### src/rtl/tunnel_frame_pkg.sv
package tunnel_frame_pkg;

    localparam int FRAME_LEN = 16;
    localparam int IDX_W     = $clog2(FRAME_LEN);
    localparam int CRC_IDX   = FRAME_LEN - 1;

    localparam logic [7:0] CMD_READ  = 8'h00;
    localparam logic [7:0] CMD_WRITE = 8'h01;

    typedef struct packed {
        logic        write;
        logic [31:0] addr;
        logic [3:0]  be;
        logic [31:0] wdata;
        logic [7:0]  tag;
        logic [15:0] gpio;
    } req_fields_t;

    typedef struct packed {
        logic             busy;
        logic [IDX_W-1:0] idx;
        logic [7:0]       crc;
        req_fields_t      req;
    } framer_state_t;

endpackage

### src/rtl/tunnel_frame_crc8.sv
module tunnel_frame_crc8 #(
    parameter logic [7:0] POLY = 8'h07
) (
    input  logic [7:0] crc_in,
    input  logic [7:0] data_in,
    output logic [7:0] crc_out
);

    logic [7:0] acc;

    always_comb begin
        acc = crc_in ^ data_in;
        for (int b = 0; b < 8; b++) begin
            acc = acc[7] ? ((acc << 1) ^ POLY) : (acc << 1);
        end
        crc_out = acc;
    end

endmodule

### src/rtl/tunnel_frame_byte_sel.sv
module tunnel_frame_byte_sel
    import tunnel_frame_pkg::*;
#(
    parameter logic [7:0] COMMA_SYM     = 8'hBC,
    parameter logic [7:0] FRAME_SUBTYPE = 8'h00
) (
    input  req_fields_t      fields,
    input  logic [IDX_W-1:0] idx,
    input  logic [7:0]       crc,
    output logic [7:0]       byte_out
);

    logic [31:0] data_word;

    always_comb begin
        data_word = fields.write ? fields.wdata : 32'h0;
        case (idx)
            4'd0:    byte_out = COMMA_SYM;
            4'd1:    byte_out = FRAME_SUBTYPE;
            4'd2:    byte_out = fields.gpio[7:0];
            4'd3:    byte_out = fields.gpio[15:8];
            4'd4:    byte_out = fields.tag;
            4'd5:    byte_out = fields.write ? CMD_WRITE : CMD_READ;
            4'd6:    byte_out = fields.addr[31:24];
            4'd7:    byte_out = fields.addr[23:16];
            4'd8:    byte_out = fields.addr[15:8];
            4'd9:    byte_out = fields.addr[7:0];
            4'd10:   byte_out = {4'b0000, fields.be};
            4'd11:   byte_out = data_word[31:24];
            4'd12:   byte_out = data_word[23:16];
            4'd13:   byte_out = data_word[15:8];
            4'd14:   byte_out = data_word[7:0];
            default: byte_out = crc;
        endcase
    end

endmodule

### src/rtl/tunnel_req_framer.sv
module tunnel_req_framer
    import tunnel_frame_pkg::*;
#(
    parameter logic [7:0] COMMA_SYM     = 8'hBC,
    parameter logic [7:0] FRAME_SUBTYPE = 8'h00,
    parameter logic [7:0] CRC_POLY      = 8'h07
) (
    input  logic        clk,
    input  logic        rst_n,
    input  logic        req_valid,
    output logic        req_ready,
    input  logic        req_write,
    input  logic [31:0] req_addr,
    input  logic [3:0]  req_be,
    input  logic [31:0] req_wdata,
    input  logic [7:0]  req_tag,
    input  logic [15:0] gpio_in,
    output logic        tx_valid,
    input  logic        tx_ready,
    output logic [7:0]  tx_data,
    output logic        tx_last
);

    localparam logic [IDX_W-1:0] LAST_IDX = IDX_W'(CRC_IDX);

    framer_state_t state_d, state_q;
    logic [7:0]    cur_byte;
    logic [7:0]    crc_next;
    logic          at_last;

    tunnel_frame_byte_sel #(
        .COMMA_SYM     (COMMA_SYM),
        .FRAME_SUBTYPE (FRAME_SUBTYPE)
    ) i_byte_sel (
        .fields   (state_q.req),
        .idx      (state_q.idx),
        .crc      (state_q.crc),
        .byte_out (cur_byte)
    );

    tunnel_frame_crc8 #(
        .POLY (CRC_POLY)
    ) i_crc8 (
        .crc_in  (state_q.crc),
        .data_in (cur_byte),
        .crc_out (crc_next)
    );

    assign at_last   = state_q.idx == LAST_IDX;
    assign req_ready = !state_q.busy && (req_be != 4'd0);
    assign tx_valid  = state_q.busy;
    assign tx_data   = cur_byte;
    assign tx_last   = state_q.busy && at_last;

    always_comb begin
        state_d = state_q;
        if (!state_q.busy) begin
            if (req_valid && req_ready) begin
                state_d.busy      = 1'b1;
                state_d.idx       = '0;
                state_d.crc       = 8'h00;
                state_d.req.write = req_write;
                state_d.req.addr  = req_addr;
                state_d.req.be    = req_be;
                state_d.req.wdata = req_wdata;
                state_d.req.tag   = req_tag;
                state_d.req.gpio  = gpio_in;
            end
        end else if (tx_ready) begin
            if (at_last) begin
                state_d.busy = 1'b0;
                state_d.idx  = '0;
            end else begin
                state_d.crc = crc_next;
                state_d.idx = state_q.idx + 1'b1;
            end
        end
    end

    always_ff @(posedge clk) begin
        if (!rst_n) begin
            state_q <= '0;
        end else begin
            state_q <= state_d;
        end
    end

endmodule

### config.mk
export PLATFORM = sky130hd
export DESIGN_NAME = tunnel_req_framer
export DESIGN_NICKNAME = d
export VERILOG_FILES = /design/src/rtl/tunnel_frame_pkg.sv /design/src/rtl/tunnel_frame_crc8.sv /design/src/rtl/tunnel_frame_byte_sel.sv /design/src/rtl/tunnel_req_framer.sv
export SDC_FILE = /design/constraint.sdc
export NUM_CORES = 1
export LEC_CHECK = 0
export BUFFER_PORTS_ARGS = -buffer_cell sky130_fd_sc_hd__buf_4
export CAP_MARGIN = 20
export CORE_UTILIZATION = 59
export CTS_CLUSTER_SIZE = 24
export DETAILED_ROUTE_END_ITERATION = 8
export GPL_TIMING_DRIVEN = 0
export PLACE_DENSITY = 0.85
export RECOVER_POWER = 25
export SLEW_MARGIN = 20
export SYNTH_ARGS = -nofsm -noshare
export SYNTH_HDL_FRONTEND = slang
export SYNTH_SLANG_ARGS = --single-unit
### constraint.sdc
create_clock -name clk -period 5.1 [get_ports clk]
set_input_delay 0.51 -clock clk [delete_from_list [all_inputs] [get_ports clk]]
set_output_delay 0.51 -clock clk [all_outputs]
set_load 0.02 [all_outputs]
[Word level (Yosys, flattened, before mapping)]
Cells that the tools add are included.
Word-level totals
  register bits after elaboration: 106
  input port bits: 97
  output and inout bits: 11
  logic and storage cells: 64
Operators by class
  $add $sub $neg: 1
  equality and inequality tests: 17
  muxes and demuxes: 17
  bitwise logic cells: 10
  reductions and logical operators: 10
Operators with widths (number)
  case mux 8 bit (15 select lines): 1
  two-way mux 106 bit: 1
  == test 4 bit (second input constant): 8
  two-way mux 32 bit: 1
  two-way mux 13 bit: 2
  two-way mux 3 bit: 8
  inverter 3 bit: 8
  == test 4 x 3 -> 1 bit (second input constant): 4
  == test 4 x 2 -> 1 bit (second input constant): 2
  two-way mux 8 bit: 1
  bitwise XOR 8 bit: 1
  adder 4 x 1 -> 4 bit (second input constant): 1
  == test 4 x 1 -> 1 bit (second input constant): 1
  zero test 4 bit: 1
  two-way mux 4 bit: 1
  != test 2 bit (second input constant): 2
  AND reduction 2 bit: 2
  nonzero test 4 bit: 1
  logical AND 1 bit: 3
  AND reduction 3 bit: 1
  two-way mux 1 bit: 2
  nonzero test 2 bit: 1
  zero test 1 bit: 1
  inverter 1 bit: 1

[Longest topological paths before layout]
  word-level depth: 22
  gate-level depth with buffers: 13
  mapped depth without buffers: 11

[Cells and area by module]
Synthesis repeated with hierarchy kept, for this count alone.
Second synthesis, totals
  cell total of the unflattened synthesis: 689
  area, all modules: 5759.3 um^2
By module, submodules not included
  tunnel_req_framer: times used 1, cells each 497, area each 4400.5 um^2, sequential area each 2122.0 um^2
  tunnel_frame_byte_sel: times used 1, cells each 172, area each 1146.1 um^2, sequential area each 0.0 um^2
  tunnel_frame_crc8: times used 1, cells each 20, area each 212.7 um^2, sequential area each 0.0 um^2

[Least setup slack after synthesis]
OpenSTA, ideal clock, no wires.
  path type: reg2reg
  from: reg state_q[101] (netlist name)
  to: reg state_q[97] (netlist name)
  library setup time: 115 ps
  arrival time: 2470 ps
  required time: 4985 ps
  setup slack: 2515 ps
  cell stages (with the launch flop): 13
  buffers on the path: 2
  clock period less this slack: 2585 ps
  cell sequence: dfxtp_1 -> inv_1 -> ha_1 -> buf_6 -> buf_8 -> a222oi_1 -> mux2i_1 -> a31oi_1 -> mux2i_1 -> xor2_1 -> xnor2_1 -> o21ai_1 -> and2_1
On the way
  cells in the longest elaborated chain, start to end: 11
  elaborated cells between the ends (all ways): 28
  classes of those cells: 16 x eq/ne; 7 x mux; 3 x bitwise; 2 x reduce/logical
Ends and longest elaborated chain
  start: declaration: RTL line tunnel_req_framer.sv:26  | framer_state_t state_d, state_q;
  start signal: assignment: RTL line tunnel_req_framer.sv:84  | state_q <= state_d;
  == test 4 bit, or another cell as far along: RTL line tunnel_frame_byte_sel.sv:17  | case (idx)
  case mux 8 bit (15 select lines): RTL line tunnel_frame_byte_sel.sv:17
  bitwise XOR 8 bit: RTL line tunnel_frame_crc8.sv:12  | acc = crc_in ^ data_in;
  two-way mux 3 bit: RTL line tunnel_frame_crc8.sv:14  | acc = acc[7] ? ((acc << 1) ^ POLY) : (acc << 1);
  inverter 3 bit (no line)
  two-way mux 3 bit: RTL line tunnel_frame_crc8.sv:14
  inverter 3 bit (no line)
  two-way mux 3 bit: RTL line tunnel_frame_crc8.sv:14
  two-way mux 8 bit: RTL line tunnel_req_framer.sv:70  | if (at_last) begin
  two-way mux 13 bit: RTL line tunnel_req_framer.sv:69  | end else if (tx_ready) begin
  two-way mux 13 bit: RTL line tunnel_req_framer.sv:57  | if (!state_q.busy) begin
Parallel ways exist; a longest one is shown, timed or not. The select of a mux whose other input is x is not followed.
A chain may end at the register's enable or synchronous reset.

[Worst setup path in the final report]
  from: reg state_q[101] (netlist name)
  to: out tx_data[5]
On the way
  cells in the longest elaborated chain, start to end: 2
  elaborated cells between the ends (all ways): 16
  classes of those cells: 14 x eq/ne; 1 x mux; 1 x reduce/logical
Ends and longest elaborated chain
  == test 4 bit, or another cell as far along: RTL line tunnel_frame_byte_sel.sv:17
  case mux 8 bit (15 select lines) (*): RTL line tunnel_frame_byte_sel.sv:17
  end: declaration: RTL line tunnel_req_framer.sv:20  | output logic [7:0] tx_data,
Every way passes the cells marked *; elsewhere a longest branch is shown, timed or not.

==> results.py <==
metrics = {
    "status": {
        "status": "finished clean",
    },
    "detailed_routing": {
        "ant_nets": 0,
        "drt_iter0_markers": 499,
        "dr.pass1.iters": 8,
        "vias": 5156,
        "wl_microns": 16000,
        "drc": 0,
        "wl_per_cell_microns": 18.4,
        "vias_per_cell": 5.93,
    },
    "setup_path": {
        "cp-start-kind": "flop",
        "critical_path_class": "flop to output pin",
        "worstPathArrival_ps": 2830,
        "endpoint_kind": "output pin",
        "worstPathRequired_ps": 4590,
        "crit_fanout": 10,
    },
    "cells_and_area": {
        "layout_commonest_cell": "nand2_1",
        "final_cell_mix": "nand2_1, buf_4, dfxtp_1",
        "drive_gt1_share_pct": 19.1,
        "fin_nets": 861,
        "final-seq-area_sq_um": 2120,
        "synthToLayoutAreaGrowth_pct": 21.6,
        "fin_cells": 870,
        "num_antenna_cells": 0,
        "finalInstanceArea_sq_um": 6260,
        "n_fill_cell": 672,
        "multi_input_area_sq_um": 2740,
    },
    "global_route": {
        "grtUsageTotal_pct": 35.9,
        "grt_max_degree": 21,
        "grt_pass1_vias": 4762,
        "grt_pass1_wl_microns": 24200,
        "overflow": 0,
        "antenna_found_initial": 0,
    },
    "floorplan": {
        "io_pins": 108,
        "die_w_microns": 95.4,
        "die_y_microns": 95.4,
        "std_cell_rows": 33,
        "core_area_sq_um": 8340,
        "die_area_sq_um": 9100,
        "start_util_pct": 61.7,
    },
    "yosys": {
        "synth_top_area_share_pct": 41.2,
        "syn-num-nets": 744,
        "synth_edf_count": 0,
        "synth-main-ff-cell": "dfxtp_1",
        "synth_top_family_by_area": "compound AO/OA/AOI/OAI gates",
        "synthSimpleGateAreaFrac_pct": 22.0,
        "synth-adder-area-share_pct": 0.972,
        "synth_compound_gate_area_share_pct": 25.9,
        "yosysUniqueCellTypes": 54,
        "postSynthCellCount": 643,
        "synth_warnings": 0,
        "syn_area_per_cell_sq_um": 8.01,
        "synth_xor_area_share_pct": 2.65,
        "syn-cell-area_sq_um": 5150,
        "async_reset_ff_share_pct": 0,
        "synth_area_leader_cell": "dfxtp_1",
        "ys_top_cells_by_area": "dfxtp_1, nand2_1, a21boi_0, clkbuf_1, a22oi_1",
        "synth_mux_area_share_pct": 1.65,
        "ys_seq_area_share_pct": 41.2,
        "ys_ff_latch": 106,
    },
    "pwr": {
        "powerDensity_nw_per_um2": 278,
        "power.leakage_nw": 2.41,
        "max-vdd-ir-drop_mv": 0.201,
        "totalPowerFinal_mw": 1.74,
    },
    "flow_run": {
        "maxCapViolations": 0,
    },
    "placement": {
        "dpl.hpwl_microns": 11900,
        "postPlaceCellArea_sq_um": 6080,
        "dp_slack_ps": 1960,
        "place_congestion": 0.921,
        "placed_cells": 854,
        "io_buffers": 106,
    },
    "cts": {
        "cts_resized": 0,
        "ctsHtreeMaxLevel": 3,
        "worstSkewPairLatency_ps": 380,
        "path_clk_slew_ps": 120,
        "root_buffer": "clkbuf_8",
        "clk_path_buf_depth": 2,
        "cts_buffers": 9,
        "cts_tree": "done",
        "post_cts_buffers": 0,
        "hold_buffers": 0,
        "clock_sinks": 106,
    },
    "timing": {
        "setup_violations": 0,
        "tns_ps": 0,
        "min_period_ps": 3340,
        "worstMarginPinSlew_ps": 900,
        "hold_viol_final": 0,
        "max_freq_mhz": 299,
        "fin_skew_ps": 13.1,
        "final_max_slew_viol_count": 0,
        "period_share_pct": 65.5,
        "worst_slack_ps": 1760,
        "maxSlewHeadroom_pct": 40.0,
        "rsz0062_at_grt": "no",
    },
    "hold_path": {
        "hp-class": "input port to flop",
    },
}
==> final cells by class <==
| cell class | count | share of cell area [%] |
|---|---|---|
| timing repair buffer | 106 | 12.6 |
| clock buffer | 9 | 1.98 |
| clock inverter | 7 | 1.14 |
| sequential | 106 | 33.9 |
| inverter | 4 | 0.240 |
| buffer | 53 | 4.36 |
| multi-input combinational | 480 | 43.7 |
| tap | 105 | 2.10 |
==> routing by layer <==
| layer | wire length (microns) | track usage [%] | up-vias |
|---|---|---|---|
| met2 | 7400 | 58.4 | 306 |
| li1 | - | - | 2438 |
| met1 | 6500 | 46.4 | 2362 |
| met5 | 0 | 0 | - |
| met3 | 1560 | 8.37 | 50 |
| met4 | 523 | 13.3 | 0 |
==> critical path, cell delays in order, from the launching register on <==
cell      delay (ps)
dfxtp_1          460
inv_1            100
ha_1             250
buf_6            170
buf_2            210
a222oi_1         370
mux2i_1          160
a32oi_1          430
nand2_1          120
buf_4            180
==> Yosys cell counts (4+ instances only) <==
cell type,number
nand3_1,14
mux2i_1,6
a22oi_1,13
inv_1,4
nand2_1,220
buf_2,9
buf_6,4
ha_1,4
o21ai_0,11
o21ai_1,9
nor2_1,13
xnor2_1,8
buf_1,7
a21oi_1,12
a222oi_1,9
xor2_1,5
clkbuf_1,28
dfxtp_1,106
a21boi_0,95
and2_1,7
==> final timing paths <==
check                                  from                  endpoint  slack, ps  depth (start not counted)
setup reg to reg  state_q[101]$_SDFFE_PN0P_  state_q[97]$_SDFFE_PN0P_       1890                         12
hold reg to reg    state_q[75]$_SDFFE_PN0P_  state_q[75]$_SDFFE_PN0P_        480                          2
hold / removal                   gpio_in[0]   state_q[0]$_SDFFE_PN0P_        370                          3
setup / recovery  state_q[101]$_SDFFE_PN0P_                tx_data[5]       1760                          9
==> state kept, by name, summed over array words and instances (netlist names) <==
| register | flops |
|---|---|
| state_q | 105 |
| tx_valid | 1 |
==> report_power, final <==
part           internal (mW)  switching [mW]
Combinational          0.136           0.166
Sequential             0.879          0.0402
Clock                  0.192           0.327
==> kinds of logic after synthesis <==
kind of cell	count (synthesis)
muxes	8
AOI/OAI and AO/OA	180
and+or+nand+nor	274
buffers and inverters	57
xor gates and xnor gates	14
DFF	106
adders and majority gates	4
==> through the flow <==
step,util (%),hold slack [ps]
floorplan,-,438
global placement,72.8,452
detailed placement,72.8,459
CTS,75.2,380
global route,75.1,376
finish,75.1,375
(Power assumes the default switching activity.)
